--- config.mk ---
export PLATFORM = sky130hd
export DESIGN_NAME = fdc_pm_reg
export DESIGN_NICKNAME = d
export VERILOG_FILES = /design/src/rtl/fdc_pm_pkg.sv /design/src/rtl/fdc_pm_cfg.sv /design/src/rtl/fdc_pm_idle.sv /design/src/rtl/fdc_pm_pdn.sv /design/src/rtl/fdc_pm_reg.sv
export SDC_FILE = /design/constraint.sdc
export NUM_CORES = 1
export LEC_CHECK = 0
export CAP_MARGIN = 5
export CELL_PAD_IN_SITES_DETAIL_PLACEMENT = 1
export CELL_PAD_IN_SITES_GLOBAL_PLACEMENT = 2
export CORE_UTILIZATION = 11
export CTS_CLUSTER_DIAMETER = 150
export DETAILED_ROUTE_END_ITERATION = 8
export PLACE_DENSITY_LB_ADDON = 0.12
export SYNTH_ARGS = -nofsm -noshare
export SYNTH_HDL_FRONTEND = slang
export SYNTH_SLANG_ARGS = --single-unit
--- constraint.sdc ---
create_clock -name clk_i -period 1.45 [get_ports clk_i]
set_clock_uncertainty 0.1 [all_clocks]
set_input_delay 0.2175 -clock clk_i [delete_from_list [all_inputs] [get_ports clk_i]]
set_output_delay 0.2175 -clock clk_i [all_outputs]
set_load 0.05 [all_outputs]
--- src/rtl/fdc_pm_pkg.sv ---
package fdc_pm_pkg;
  localparam int unsigned BIT_PDN  = 0;
  localparam int unsigned BIT_IDLE = 1;
  localparam int unsigned BIT_RST  = 2;
  localparam int unsigned BIT_AUTO = 3;
  localparam int unsigned USED_W   = 4;

  typedef struct packed {
    logic auto_en;
    logic soft_rst;
    logic pdn_req;
  } pm_fields_t;
endpackage

--- src/rtl/fdc_pm_cfg.sv ---
module fdc_pm_cfg
  import fdc_pm_pkg::*;
#(
  parameter int unsigned   IDX_W   = 8,
  parameter int unsigned   DATA_W  = 8,
  parameter logic [IDX_W-1:0] REG_IDX = 'h11
) (
  input  logic              clk_i,
  input  logic              rst_ni,
  input  logic [IDX_W-1:0]  idx_i,
  input  logic              we_i,
  input  logic [DATA_W-1:0] wdata_i,
  output logic              hit_o,
  output logic              wr_o,
  output pm_fields_t        fields_o
);
  assign hit_o = (idx_i == REG_IDX);
  assign wr_o  = hit_o && we_i;

  always_ff @(posedge clk_i or negedge rst_ni) begin
    if (!rst_ni) begin
      fields_o <= '0;
    end else if (wr_o) begin
      fields_o.auto_en  <= wdata_i[BIT_AUTO];
      fields_o.soft_rst <= wdata_i[BIT_RST];
      fields_o.pdn_req  <= wdata_i[BIT_PDN];
    end
  end
endmodule

--- src/rtl/fdc_pm_idle.sv ---
module fdc_pm_idle #(
  parameter int unsigned       DATA_W    = 8,
  parameter logic [DATA_W-1:0] IDLE_CODE = 'h80
) (
  input  logic              clk_i,
  input  logic              rst_ni,
  input  logic [DATA_W-1:0] status_i,
  input  logic              irq_i,
  input  logic              hut_i,
  output logic              idle_o
);
  logic idle_d;
  assign idle_d = (status_i == IDLE_CODE) && !irq_i && hut_i;

  // single stage so readback never glitches
  always_ff @(posedge clk_i or negedge rst_ni) begin
    if (!rst_ni) idle_o <= 1'b0;
    else         idle_o <= idle_d;
  end
endmodule

--- src/rtl/fdc_pm_pdn.sv ---
module fdc_pm_pdn (
  input  logic clk_i,
  input  logic rst_ni,
  input  logic set_i,
  input  logic pdn_req_i,
  input  logic soft_rst_i,
  input  logic digout_rst_n_i,
  input  logic rate_rst_i,
  input  logic board_rst_i,
  output logic pdn_o
);
  logic wake;
  assign wake = (soft_rst_i || !digout_rst_n_i || rate_rst_i) && !pdn_req_i;

  always_ff @(posedge clk_i or negedge rst_ni) begin
    if (!rst_ni)          pdn_o <= 1'b0;
    else if (board_rst_i) pdn_o <= 1'b0;
    else if (set_i)       pdn_o <= 1'b1;
    else if (wake)        pdn_o <= 1'b0;
  end
endmodule

--- src/rtl/fdc_pm_reg.sv ---
module fdc_pm_reg
  import fdc_pm_pkg::*;
#(
  parameter int unsigned      IDX_W     = 8,
  parameter int unsigned      DATA_W    = 8,
  parameter logic [IDX_W-1:0] REG_IDX   = 'h11,
  parameter logic [7:0]       IDLE_CODE = 8'h80
) (
  input  logic              clk_i,
  input  logic              rst_ni,
  input  logic [IDX_W-1:0]  cfg_idx_i,
  input  logic              cfg_we_i,
  input  logic [DATA_W-1:0] cfg_wdata_i,
  output logic [DATA_W-1:0] cfg_rdata_o,
  input  logic [7:0]        core_status_i,
  input  logic              core_irq_i,
  input  logic              hut_expired_i,
  input  logic              digout_rst_n_i,
  input  logic              rate_rst_i,
  input  logic              board_rst_i,
  output logic              core_rst_o,
  output logic              pdn_o,
  output logic              auto_pdn_en_o
);
  pm_fields_t fields;
  logic hit, wr, idle_q, pdn_req;

  fdc_pm_cfg #(.IDX_W(IDX_W), .DATA_W(DATA_W), .REG_IDX(REG_IDX)) u_cfg (
    .clk_i, .rst_ni, .idx_i(cfg_idx_i), .we_i(cfg_we_i), .wdata_i(cfg_wdata_i),
    .hit_o(hit), .wr_o(wr), .fields_o(fields)
  );

  fdc_pm_idle #(.DATA_W(8), .IDLE_CODE(IDLE_CODE)) u_idle (
    .clk_i, .rst_ni, .status_i(core_status_i), .irq_i(core_irq_i),
    .hut_i(hut_expired_i), .idle_o(idle_q)
  );

  assign pdn_req = fields.pdn_req;

  fdc_pm_pdn u_pdn (
    .clk_i, .rst_ni,
    .set_i(wr && cfg_wdata_i[BIT_PDN]),
    .pdn_req_i(pdn_req),
    .soft_rst_i(fields.soft_rst),
    .digout_rst_n_i, .rate_rst_i, .board_rst_i,
    .pdn_o
  );

  always_comb begin
    cfg_rdata_o = '0;
    if (hit) begin
      cfg_rdata_o[BIT_AUTO] = fields.auto_en;
      cfg_rdata_o[BIT_RST]  = fields.soft_rst;
      cfg_rdata_o[BIT_IDLE] = idle_q;
      cfg_rdata_o[BIT_PDN]  = fields.pdn_req;
    end
  end

  assign core_rst_o    = fields.soft_rst || board_rst_i;
  assign auto_pdn_en_o = fields.auto_en;
endmodule

-- After elaboration in Yosys (flattened, before gate mapping)
Cells that the tools add are included.
- $add $sub $neg: 0
- multiply operators: 0
- divide/modulo/power cells: 0
- $lt $le $gt $ge: 0
- equal/unequal tests: 2
- shifts and indexed selects: 0
- mux-type cells: 4
- bitwise gates (word level): 0
- reduce and logical (&&, ||, !) cells: 12
- operator list (operator ; count):
    $eq A8 B5 Y1 const B ; 1
    $eq A8 B8 Y1 const B ; 1
    $logic_and A1 B1 Y1 ; 5
    $mux W4 ; 1
    $logic_not A1 Y1 ; 3
    $logic_or A1 B1 Y1 ; 3
    $mux W1 ; 3
    $reduce_bool A3 Y1 ; 1
- flip-flop bits (word level): 5
- latch bits: 0
- memory bits (writable): 0
- bits in read-only memories: 0
- input port bits: 32
- output and inout bits: 11
- word-level logic and storage cells: 23
- memories: 0

-- Depth between registers and ports, before layout
Gate-level depths: netlist of run 1.
- depth in word-level cells: 7
- depth in mapped cells: 3
- gate-level depth less buffers: 3

-- Modules after synthesis
From an unflattened synthesis of run 1, not the netlist that was laid out.
- cells, all modules: 30
- area total of the unflattened synthesis: 332.8 um^2
- by module, submodules not included (module ; times used ; cells an instance ; area an instance (um^2) ; sequential area each (um^2)):
    fdc_pm_cfg ; 1 ; 11 ; 163.9 ; 75.1
    fdc_pm_reg ; 1 ; 11 ; 72.6 ; 0.0
    fdc_pm_idle ; 1 ; 4 ; 50.0 ; 25.0
    fdc_pm_pdn ; 1 ; 4 ; 46.3 ; 25.0

-- Least setup slack after synthesis of run 1
Ideal clock, no wire load.
- path type: input to output
- start point: input port cfg_idx_i[7]
- end point: output port cfg_rdata_o[0]
- arrival: 1.317 ns
- data required time: 1.133 ns
- path slack: -0.184 ns
- cell stages on the path: 3
- path buffers: 0
- cells stage by stage: or4_4 > nor2_1 > and2_1
- cells in the longest elaborated chain, start to end: 2
- RTL lines (element ; RTL line ; text):
    start, declared ; fdc_pm_reg.sv:11 ; input logic [IDX_W-1:0] cfg_idx_i,
    $eq A8 B5 Y1 ; fdc_pm_cfg.sv:17 ; assign hit_o = (idx_i == REG_IDX);
    $mux W4 ; fdc_pm_reg.sv:51 ; if (hit) begin
    end, declared ; fdc_pm_reg.sv:14 ; output logic [DATA_W-1:0] cfg_rdata_o,
No other way between the ends.

-- Final worst setup path of run 1
- start point: input port cfg_idx_i[3]
- end point: output port cfg_rdata_o[3]
Same word-level chain as after synthesis.

==> results of run 1 <==
==> area by class of cell <==
class,count,share of cell area [%]
Clock buffer,4,3.23
Inverter,1,0.461
Multi-Input combinational cell,24,26.7
Sequential cell,5,15.4
Tap cell,31,4.76
Timing Repair Buffer,35,49.5
==> registers in the layout, indices dropped and copies added, names as in the netlist <==
register and cells:
u_cfg.fields_o 3, u_idle.idle_o 1, u_pdn.pdn_o 1
==> through the flow <==
stage,setup WS [ns],total power [µW]
after floorplan,-0.173,208
after global placement,-0.634,284
after detailed placement,-0.628,284
after CTS,-0.175,445
after global routing,-0.181,456
final,-0.138,438
==> cells in the final DEF (no fill, tap or decap) <==
master,instances
clkdlybuf4s50_1,18
buf_12,6
dfrtp_1,5
and2_4,4
conb_1,4
mux2_4,3
clkbuf_4,3
buf_4,3
dlygate4sd2_1,2
dlymetal6s2s_1,2
buf_6,2
nand4bb_4,1
or4_4,1
nor2_4,1
nor4b_1,1
nor4_1,1
and4b_1,1
or2_2,1
inv_1,1
or3_4,1
nand2b_1,1
nor3b_1,1
nor2b_1,1
o21ai_0,1
o21ai_1,1
clkbuf_1,1
buf_2,1
clkdlybuf4s15_1,1
==> worst max-delay path: cells and delay by family <==
kind | cells | cell delay (ns)
buffers and inverters | 2 | 0.22
AND/OR/NAND/NOR | 3 | 0.84
==> report_power, final <==
| part | leakage [µW] | switching (µW) | internal (µW) |
|---|---|---|---|
| clock | 0.0000150 | 50.8 | 104 |
| combinational | 0.000286 | 54.7 | 80.7 |
| sequential | 0.0000693 | 3.52 | 144 |
==> cell families (layout without fill, tap and decap cells) <==
logic type | count (synthesis) | count (layout) | synth area share (%)
flops | 5 | 5 | 37.2
mux | 3 | 3 | 13.4
other cells | 1 | 4 | 1.11
buf+inv | 5 | 40 | 10.0
compound gates | 2 | 2 | 2.97
simple gates | 15 | 15 | 35.3
==> worst max path at each step <==
| stage | to | slack, ns | start | cells past startpoint |
|---|---|---|---|---|
| after global routing | cfg_rdata_o[3] | -0.18 | cfg_idx_i[3] | 5 |
| after global placement | cfg_rdata_o[0] | -0.63 | cfg_idx_i[7] | 5 |
| after floorplan | u_cfg.fields_o[0]$_DFFE_PN0P_ | -0.17 | cfg_idx_i[7] | 3 |
| after CTS | cfg_rdata_o[3] | -0.17 | cfg_idx_i[2] | 5 |
| final | cfg_rdata_o[3] | -0.14 | cfg_idx_i[3] | 5 |
| after detailed placement | u_cfg.fields_o[0]$_DFFE_PN0P_ | -0.63 | cfg_idx_i[7] | 4 |
==> metal layers <==
layer | share of wire (%) | up-vias
met5 | 0 | -
met4 | 0 | 0
met3 | 6.4 | 0
met2 | 56 | 18
met1 | 38 | 160
li1 | - | 175
==> what timing repair did <==
action	in CTS	in global routing
buffers inserted	1	0
gates resized for setup	18	4
pin swaps	6	5
endpoints found under the setup margin	9	8
==> impl_results.md, run 1 <==
* WL/cell at 9.98 µm
* Cells after Synth at 31
* Area of the multi-input gates at about 220 µm²
* Failing checks: DRC, setup timing
* Most frequent cell after synthesis: dfrtp_1
* Post-synth top cells: dfrtp_1 (5), and2_1 (4), buf_4 (4), mux2_4 (3), o21ai_0 (2)
* Root Buffer: clkbuf_4
* Setup TNS at -0.903 ns
* Post-route ant nets at 0
* CP max-delay cell: or4_4
* Hold WC Path Type: primary input to async pin
* Met2 GRT Util at 11.1%
* Endpoints failing hold at 0
* Setup ws final at -0.138 ns
* GR peak layer: met2
* Die ar. at ~3300 µm²
* FF-to-FF End: u_pdn.pdn_o$_DFFE_PN0P_
* Top-area cell type share of the netlist area at a little under two fifths
* GRT Total Usage at under 10%
* Post-DP Area at roughly 760 µm²
* Number of synthesized flops with an enable pin at 0
* Layout cells sized above 1 at about two fifths
* Via count at 353
* Routability congestion estimate at 0.634
* Count of different cell masters after synthesis at 18
* Total Routed Length at ~1000 µm
* Leak at 0.000370 µW
* Area added between synthesis and finish at 142%
* DR pass1 iterations at 5
* Max incr delay on CP at approximately 0.55 ns
* Synth area leader: dfrtp_1
* Largest net degree at the start of global routing at 6
* R2r startpoint: u_cfg.fields_o[1]$_DFFE_PN0P_
* Nets@finish at ~100
* Hold buffers post-CTS at 0
* Synth top area cells: dfrtp_1 (37%), mux2_4 (13%), buf_4 (8.9%)
* Top_reg_cell synth: dfrtp_1
* # rows at 19
* Die height at 57.3 µm
* Max cap viols at 0
* Met3 Usage GRT at ~1.4%
* Maximum vdd ir drop at ~0.12 mV
* Number of global-route vias before repair at ~370
* I/O Buffers at 33
* Slew Viols, Final at 0
* Initial antenna violation count at 0
* HPWL Detailed at between 800 and 900 µm
* Average size of a mapped cell at between 10 and 15 µm²
* Cts bufs inserted at 3
* Flop-to-flop setup slack at between 0.4 and 0.5 ns
* Pwr Density at 537 nW/µm²
* Top Ports at between 40 and 50
* Filler cells at roughly 320
* Post-synth ARST share at 100%
* Setup CP Type: primary input to output pin
* Status: finished, violations left
* Drc violations at 4
* Period utilisation layout at 110%
* Register bit total from synthesis at 5
* First-pass GRT wire length at approximately 1600 µm
* Initial Utilization at a little under an eighth
* CTS tree: yes
* Register area at 125 µm²
* Final cell count without fillers at 100
* Final setup fails at 7
* Sequential area share after synthesis at approximately 37%
* Layout Utilization at between 20% and 30%
* Worst-Skew Late Latency at 0.24 ns
* Diodes inserted at 0
* Vias per cell at about 3.5
* FF-to-FF path depth at 4
* Clock slew at reported path FFs at around 0.040 ns
* Worst hold slack at approximately 0.10 ns
* Post-Syn Area at 337 µm²
* Clock Sinks at 5
* Die X-Extent at ~57 µm
* Crit Path Max Fanout at 4
* CP startpoint kind: primary input
* DRT iter0 DRCs at 8
* Worst EP arrival at approximately 1.3 ns
* # H-tree levels at 1
* Critical path cell sequence: buf_6 -> or4_4 -> nor2_4 -> and2_4 -> buf_12
* Post-Layout Inst Area at 815 µm²
* Placed cells at 95
* Yosys warns at 0
* RSZ-0062 raised after global routing: yes
* Min Tclk post-route at approximately 1.6 ns
* Crit. End Element: output pin
* Global routing usage on met1 at under 10%
* Worst endpoint required time at around 1.1 ns
* Max Clk Rate at between 600 and 700 MHz
* Max Root-Sink Buffers at 2
* GRT overflow at 0
* CORE AREA at approximately 2800 µm²
Power figures use the tool's default switching activity.
==> inputs of run 2 (changes only) <==
- HOLD_SLACK_MARGIN: not set -> 0.08
==> results of run 2 <==
No change in the layout: final DEF, timing and power equal those of run 1.
